`config.mk`:
```
export PLATFORM = sky130hd
export DESIGN_NAME = wtCache
export DESIGN_NICKNAME = d
export VERILOG_FILES = /design/src/rtl/wtCachePkg.sv /design/src/rtl/wtCacheCtrl.sv /design/src/rtl/wtCacheDatapath.sv /design/src/rtl/wtCache.sv
export SDC_FILE = /design/constraint.sdc
export NUM_CORES = 2
export LEC_CHECK = 0
export BUFFER_PORTS_ARGS = -buffer_cell sky130_fd_sc_hd__buf_4
export CAP_MARGIN = 30
export CORE_ASPECT_RATIO = 0.8
export CORE_MARGIN = 10
export CORE_UTILIZATION = 25
export DETAILED_ROUTE_END_ITERATION = 8
export GPL_TIMING_DRIVEN = 1
export HOLD_SLACK_MARGIN = 0.02
export PLACE_DENSITY = 0.35
export SYNTH_ARGS = -nofsm -noshare
export SYNTH_HDL_FRONTEND = slang
export SYNTH_HIERARCHICAL = 1
export SYNTH_SLANG_ARGS = --single-unit
```
`constraint.sdc`:
```
create_clock -name clk -period 16.8 [get_ports clk]
set_input_delay 1.68 -clock clk [delete_from_list [all_inputs] [get_ports clk]]
set_output_delay 1.68 -clock clk [all_outputs]
set_load 0.02 [all_outputs]
```
`src/rtl/wtCachePkg.sv`:
```
package wtCachePkg;
  typedef struct packed {
    logic loadHitResp;
    logic storeHit;
    logic captureMiss;
    logic fill;
  } cacheStrobes_t;
endpackage

```
`src/rtl/wtCacheCtrl.sv`:
```
module wtCacheCtrl
  import wtCachePkg::*;
(
  input  logic          clk,
  input  logic          rstN,
  input  logic          reqValid,
  input  logic          reqWrite,
  input  logic          hit,
  input  logic          memReqReady,
  input  logic          memRespValid,
  output logic          reqAccepted,
  output logic          memReqValid,
  output logic          memReqWrite,
  output logic          memRespReady,
  output logic          missPending,
  output cacheStrobes_t strobes
);
  typedef enum logic {IDLE, WAIT_FILL} ctrlState_t;
  ctrlState_t state;

  logic accept;
  logic fillNow;

  assign missPending = (state == WAIT_FILL);
  assign accept = reqValid && !missPending &&
                  (reqWrite ? memReqReady : (hit || memReqReady));
  assign fillNow = missPending && memRespValid;

  always_comb begin
    strobes.loadHitResp = accept && !reqWrite && hit;
    strobes.captureMiss = accept && !reqWrite && !hit;
    strobes.storeHit    = accept && reqWrite && hit;
    strobes.fill        = fillNow;
  end

  assign reqAccepted  = accept;
  assign memReqWrite  = accept && reqWrite;
  assign memReqValid  = strobes.captureMiss || memReqWrite;
  assign memRespReady = fillNow;

  always_ff @(posedge clk) begin
    if (!rstN) begin
      state <= IDLE;
    end else begin
      case (state)
        IDLE:      if (strobes.captureMiss) state <= WAIT_FILL;
        WAIT_FILL: if (fillNow) state <= IDLE;
        default:   state <= IDLE;
      endcase
    end
  end
endmodule

```
`src/rtl/wtCacheDatapath.sv`:
```
module wtCacheDatapath
  import wtCachePkg::*;
#(
  parameter int ADDR_W     = 16,
  parameter int WORD_W     = 32,
  parameter int LINE_WORDS = 4,
  parameter int NUM_LINES  = 16,
  localparam int OFF_W  = $clog2(LINE_WORDS),
  localparam int IDX_W  = $clog2(NUM_LINES),
  localparam int TAG_W  = ADDR_W - OFF_W - IDX_W,
  localparam int LINE_W = WORD_W * LINE_WORDS
) (
  input  logic                clk,
  input  logic                rstN,
  input  cacheStrobes_t       strobes,
  input  logic                reqWrite,
  input  logic [ADDR_W-1:0]   reqAddr,
  input  logic [WORD_W-1:0]   reqData,
  input  logic [LINE_W-1:0]   memRespLine,
  output logic                hit,
  output logic                respValid,
  output logic [WORD_W-1:0]   respData,
  output logic [ADDR_W-1:0]   memReqAddr,
  output logic [WORD_W-1:0]   memReqData
);
  logic [TAG_W-1:0]  tagArr  [NUM_LINES];
  logic [WORD_W-1:0] dataArr [NUM_LINES][LINE_WORDS];
  logic [NUM_LINES-1:0] validBits;
  logic [ADDR_W-1:0] missAddr;
  logic [WORD_W-1:0] fillWords [LINE_WORDS];

  logic [IDX_W-1:0] reqIdx, missIdx;
  logic [OFF_W-1:0] reqOff, missOff;
  logic [TAG_W-1:0] reqTag, missTag;

  assign reqIdx  = reqAddr[OFF_W +: IDX_W];
  assign reqOff  = reqAddr[OFF_W-1:0];
  assign reqTag  = reqAddr[ADDR_W-1 -: TAG_W];
  assign missIdx = missAddr[OFF_W +: IDX_W];
  assign missOff = missAddr[OFF_W-1:0];
  assign missTag = missAddr[ADDR_W-1 -: TAG_W];

  for (genvar w = 0; w < LINE_WORDS; w++) begin : g_split
    assign fillWords[w] = memRespLine[w*WORD_W +: WORD_W];
  end

  assign hit = validBits[reqIdx] && (tagArr[reqIdx] == reqTag);

  assign memReqAddr = reqWrite ? reqAddr : {reqAddr[ADDR_W-1:OFF_W], {OFF_W{1'b0}}};
  assign memReqData = reqData;

  always_ff @(posedge clk) begin
    if (!rstN) begin
      validBits <= '0;
    end else if (strobes.fill) begin
      validBits[missIdx] <= 1'b1;
    end
  end

  always_ff @(posedge clk) begin
    if (strobes.captureMiss) missAddr <= reqAddr;
    if (strobes.fill) begin
      tagArr[missIdx] <= missTag;
      for (int w = 0; w < LINE_WORDS; w++) dataArr[missIdx][w] <= fillWords[w];
    end else if (strobes.storeHit) begin
      dataArr[reqIdx][reqOff] <= reqData;
    end
  end

  always_ff @(posedge clk) begin
    if (!rstN) begin
      respValid <= 1'b0;
      respData  <= '0;
    end else begin
      respValid <= strobes.loadHitResp || strobes.fill;
      if (strobes.fill)             respData <= fillWords[missOff];
      else if (strobes.loadHitResp) respData <= dataArr[reqIdx][reqOff];
    end
  end
endmodule

```
`src/rtl/wtCache.sv`:
```
module wtCache
  import wtCachePkg::*;
#(
  parameter int ADDR_W     = 16,
  parameter int WORD_W     = 32,
  parameter int LINE_WORDS = 4,
  parameter int NUM_LINES  = 16,
  localparam int LINE_W = WORD_W * LINE_WORDS
) (
  input  logic              clk,
  input  logic              rstN,
  input  logic              reqValid,
  input  logic              reqWrite,
  input  logic [ADDR_W-1:0] reqAddr,
  input  logic [WORD_W-1:0] reqData,
  output logic              reqAccepted,
  output logic              respValid,
  output logic [WORD_W-1:0] respData,
  output logic              memReqValid,
  output logic              memReqWrite,
  output logic [ADDR_W-1:0] memReqAddr,
  output logic [WORD_W-1:0] memReqData,
  input  logic              memReqReady,
  input  logic              memRespValid,
  input  logic [LINE_W-1:0] memRespLine,
  output logic              memRespReady
);
  cacheStrobes_t strobes;
  logic hit;
  logic missPending;

  wtCacheCtrl u_ctrl (
    .clk, .rstN, .reqValid, .reqWrite, .hit, .memReqReady, .memRespValid,
    .reqAccepted, .memReqValid, .memReqWrite, .memRespReady, .missPending,
    .strobes
  );

  wtCacheDatapath #(
    .ADDR_W(ADDR_W), .WORD_W(WORD_W), .LINE_WORDS(LINE_WORDS), .NUM_LINES(NUM_LINES)
  ) u_dp (
    .clk, .rstN, .strobes, .reqWrite, .reqAddr, .reqData, .memRespLine,
    .hit, .respValid, .respData, .memReqAddr, .memReqData
  );
endmodule

```
==> metrics.txt <==
# TYPE chip_impl_metric gauge
chip_impl_info{name="outcome",value="finished, final reports clean"} 1
chip_impl_info{name="crit_type",value="in -> out"} 1
chip_impl_metric{name="timing.slew.headroom",unit="%"} 21.8
chip_impl_metric{name="post_synth_mux_area_share",unit="%"} 14.9
chip_impl_metric{name="fill_cells",unit=""} 35300
chip_impl_metric{name="synthDominantCellAreaShare",unit="%"} 73.5
chip_impl_metric{name="postSynthAreaPerCell",unit="µm²"} 19.1
chip_impl_metric{name="max_cap_violations",unit=""} 0
chip_impl_metric{name="p_per_area",unit="nW/µm²"} 115
chip_impl_info{name="synth_top_cell_by_area",value="sky130_fd_sc_hd__edfxtp_1"} 1
chip_impl_info{name="synth.top_cells.by_count",value="sky130_fd_sc_hd__edfxtp_1, sky130_fd_sc_hd__mux2i_1, sky130_fd_sc_hd__nand2_1"} 1
chip_impl_metric{name="full_die_area",unit="µm²"} 388000
chip_impl_metric{name="synthSimpleGateAreaFrac",unit="%"} 3.36
chip_impl_metric{name="floorplan.io_pins",unit=""} 267
chip_impl_metric{name="ys_types",unit=""} 64
chip_impl_info{name="critPathCaptureType",value="output port"} 1
chip_impl_metric{name="synthXorXnorAreaFrac",unit="%"} 0.0867
chip_impl_metric{name="setup_viol_count_final",unit=""} 0
chip_impl_metric{name="clock_skew",unit="ns"} 0.0772
chip_impl_metric{name="yosys_register_bits",unit=""} 2274
chip_impl_metric{name="post-route-period-util",unit="%"} 46.6
chip_impl_metric{name="cts_post_setup_buffers_inserted",unit=""} 0
chip_impl_metric{name="design.core.area",unit="µm²"} 361000
chip_impl_metric{name="finalCriticalPeriod",unit="ns"} 7.84
chip_impl_metric{name="grt_antenna_before_repair",unit=""} 40
chip_impl_metric{name="floorplan.die.height",unit="µm"} 559
chip_impl_info{name="crit_path_frequent_cell",value="sky130_fd_sc_hd__buf_4"} 1
chip_impl_metric{name="fp.dieW",unit="µm"} 694
chip_impl_metric{name="post_route_cells_drive_above_1_share",unit="%"} 22.9
chip_impl_metric{name="grt_first_pass_wirelength",unit="µm"} 461000
chip_impl_info{name="rsz0062_at_grt",value="no"} 1
chip_impl_metric{name="cts.htree.levels",unit=""} 4
chip_impl_metric{name="worst-endpoint-required",unit="ns"} 15.12
chip_impl_metric{name="first_pass_iteration_count_of_the_detailed_router",unit=""} 5
chip_impl_metric{name="yosysSeqAreaShare",unit="%"} 74.6
chip_impl_metric{name="final_nets",unit=""} 5315
chip_impl_info{name="cp_slowest_cell",value="sky130_fd_sc_hd__nor4_2"} 1
chip_impl_info{name="yosys-top-cells-area",value="sky130_fd_sc_hd__edfxtp_1, sky130_fd_sc_hd__mux4_2, sky130_fd_sc_hd__mux2i_1"} 1
chip_impl_metric{name="timing_hold_violations_final",unit=""} 0
chip_impl_info{name="cts_tree",value="done"} 1
chip_impl_metric{name="gp_routability_congestion",unit=""} 0.807
chip_impl_metric{name="row_count",unit=""} 197
chip_impl_metric{name="via_per_inst",unit=""} 4.87
chip_impl_metric{name="static-leakage-power",unit="µW"} 0.0347
chip_impl_metric{name="synth_cells",unit=""} 4762
chip_impl_metric{name="wire_per_inst",unit="µm"} 34.6
chip_impl_metric{name="timing.setup.tns",unit="ns"} 0
chip_impl_metric{name="multi_input_combinational_cell_area",unit="µm²"} 21400
chip_impl_metric{name="wl",unit="µm"} 350000
chip_impl_info{name="combinational_family_with_the_most_area_after_synthesis",value="multiplexers"} 1
chip_impl_metric{name="post_synthesis_compound_gate_area_fraction",unit="%"} 4.51
chip_impl_metric{name="hpwl",unit="µm"} 224000
chip_impl_metric{name="worst_ir_drop_vdd",unit="mV"} 0.0867
chip_impl_metric{name="timing.final.max_slew_violations",unit=""} 0
chip_impl_metric{name="insertion_delay",unit="ns"} 0.95
chip_impl_metric{name="postCtsHoldBufs",unit=""} 0
chip_impl_metric{name="initialDrtViolationCount",unit=""} 5073
chip_impl_metric{name="number_of_flops_mapped_to_enable_cells_by_yosys",unit=""} 2224
chip_impl_metric{name="area_growth",unit="%"} 17.5
chip_impl_metric{name="fmax",unit="MHz"} 128
chip_impl_metric{name="grt_pass1_vias",unit=""} 47900
chip_impl_info{name="most_frequent_cell_after_synthesis",value="sky130_fd_sc_hd__edfxtp_1"} 1
chip_impl_metric{name="initial_core_util",unit="%"} 25.2
chip_impl_info{name="start_kind",value="input port"} 1
chip_impl_metric{name="vias",unit=""} 49200
chip_impl_metric{name="gr-total-overflow",unit=""} 0
chip_impl_metric{name="grt_max_degree",unit=""} 89
chip_impl_info{name="crit_path_cell_trace",value="buf_8 > buf_4 > mux4_2 > mux2i_1 > o21a_1 > a41o_1 > nand2_1 > nor4_2 > and4bb_4 > nand2b_1 > buf_4"} 1
chip_impl_metric{name="mappedNetlistNets",unit=""} 4944
chip_impl_metric{name="async_reset_ff_share",unit="%"} 0
chip_impl_metric{name="cts_num_sinks",unit=""} 2274
chip_impl_metric{name="report.power.total",unit="µW"} 12300
chip_impl_metric{name="synth.cell_area",unit="µm²"} 90900
chip_impl_metric{name="cts_made_buffers",unit=""} 245
chip_impl_metric{name="grtUsageTotal",unit="%"} 17.4
chip_impl_metric{name="highest_cell_delay_on_the_worst_timing_path",unit="ns"} 0.80
chip_impl_metric{name="worst_pin_slew",unit="ns"} 1.17
chip_impl_metric{name="ctsLongestPathBuffers",unit=""} 4
chip_impl_info{name="synth-main-ff-cell",value="sky130_fd_sc_hd__edfxtp_1"} 1
chip_impl_metric{name="critical_path_arrival",unit="ns"} 6.16
chip_impl_metric{name="ant_nets",unit=""} 0
chip_impl_metric{name="clk_transition_reported_paths",unit="ns"} 0.06
chip_impl_metric{name="yosysWarningCount",unit=""} 6
chip_impl_metric{name="final-seq-area",unit="µm²"} 67800
chip_impl_metric{name="synthAdderAreaFrac",unit="%"} 0
chip_impl_info{name="clockRootBuffer",value="sky130_fd_sc_hd__clkbuf_16"} 1
chip_impl_metric{name="drc",unit=""} 0
chip_impl_info{name="worst_hold_path_type",value="reg -> reg"} 1
chip_impl_metric{name="post_cts_resize_count",unit=""} 0
chip_impl_metric{name="path_max_fanout",unit=""} 57
chip_impl_metric{name="port_buffers",unit=""} 266
## final timing paths
| path | to | from | cells past startpoint | slack [ns] |
|---|---|---|---|---|
| worst min register to register | u_dp/validBits[3]$_SDFFE_PN0P_ | u_dp/validBits[3]$_SDFFE_PN0P_ | 2 | 0.46 |
| worst max register to register | u_dp/respData[7]$_SDFFE_PN0P_ | u_dp/tagArr[12][5]$_DFFE_PP_ | 14 | 10.24 |
| worst min-delay path | u_dp/validBits[3]$_SDFFE_PN0P_ | u_dp/validBits[3]$_SDFFE_PN0P_ | 2 | 0.46 |
| worst max-delay path | reqAccepted | reqAddr[2] | 11 | 8.96 |
## sequential cells by signal, summed over array words and instances (netlist names)
signal / flops
u_dp/tagArr: 160
u_dp/validBits: 16
u_ctrl/missPending: 1
u_dp/respData: 32
u_dp/respValid: 1
u_dp/dataArr: 2048
u_dp/missAddr: 16
## kinds of logic (layout without fill, tap and decap cells)
logic type | count (synthesis) | in the layout
multiplexers | 863 | 863
AO/OA/AOI/OAI | 562 | 562
AND/OR/NAND/NOR | 713 | 713
buffers and inverters | 341 | 907
XOR/XNOR | 9 | 9
other | 0 | 13
flip-flops | 2274 | 2274
## power breakdown
| part | internal [µW] | switching, µW | leakage, µW | total (µW) |
|---|---|---|---|---|
| Clock | 3000 | 2260 | 0.00372 | 5260 |
| Combinational | 232 | 533 | 0.0106 | 764 |
| Sequential | 6230 | 8.69 | 0.0204 | 6240 |
| Total | 9460 | 2800 | 0.0347 | 12300 |
## critical path, delay by kind of cell
family	cells	cell delay [ns]
buf+inv	3	1.38
mux	2	0.86
simple gates	4	1.81
compound gates	2	0.26
## metrics by stage
stage	worst slack (ns)	std cells	util [%]	hold slack [ns]	area [µm²]
6_report	8.96	10100	29.6	0.462	107000
3_3_place_gp	7.31	9624	27.3	0.447	98500
3_5_place_dp	7.93	9660	27.4	0.454	99100
4_1_cts	8.87	10100	29.5	0.467	107000
5_1_grt	8.62	10100	29.6	0.489	107000
2_1_floorplan	10.05	4762	-	0.435	90900
## cell type report
class | count | area share, %
Timing Repair Buffer | 452 | 3.66
Inverter | 13 | 0.0598
Clock inverter | 103 | 0.831
Multi-Input combinational cell | 2147 | 20.0
Sequential cell | 2274 | 63.5
Antenna cell | 13 | 0.0305
Clock buffer | 339 | 6.29
Tap cell | 4776 | 5.60
## layout by cell type (no fill, tap or decap), types with 16 or more instances in the layout
| master | n |
|---|---|
| sky130_fd_sc_hd__edfxtp_1 | 2224 |
| sky130_fd_sc_hd__mux2i_1 | 487 |
| sky130_fd_sc_hd__buf_4 | 415 |
| sky130_fd_sc_hd__nand2_1 | 379 |
| sky130_fd_sc_hd__mux4_2 | 334 |
| sky130_fd_sc_hd__clkbuf_16 | 247 |
| sky130_fd_sc_hd__a221oi_1 | 186 |
| sky130_fd_sc_hd__o21ai_0 | 118 |
| sky130_fd_sc_hd__nand3_1 | 91 |
| sky130_fd_sc_hd__a22oi_1 | 80 |
| sky130_fd_sc_hd__nor2_1 | 79 |
| sky130_fd_sc_hd__clkbuf_1 | 73 |
| sky130_fd_sc_hd__nor2_4 | 65 |
| sky130_fd_sc_hd__a21oi_1 | 53 |
| sky130_fd_sc_hd__dfxtp_1 | 50 |
| sky130_fd_sc_hd__clkinv_1 | 46 |
| sky130_fd_sc_hd__mux4_1 | 39 |
| sky130_fd_sc_hd__clkinv_2 | 34 |
| sky130_fd_sc_hd__clkbuf_8 | 19 |
| sky130_fd_sc_hd__o211ai_1 | 19 |
| sky130_fd_sc_hd__nor3b_1 | 19 |
| sky130_fd_sc_hd__buf_16 | 16 |
## routing by layer
metal / GRT usage (%) / vias to the layer above / wire [µm]
met5: 0 / - / 64
met4: 4.27 / 10 / 8930
met3: 2.56 / 381 / 17200
met2: 27.1 / 1482 / 160000
met1: 25.3 / 27000 / 164000
li1: - / 20300 / -
Power figures use the tool's default switching activity.
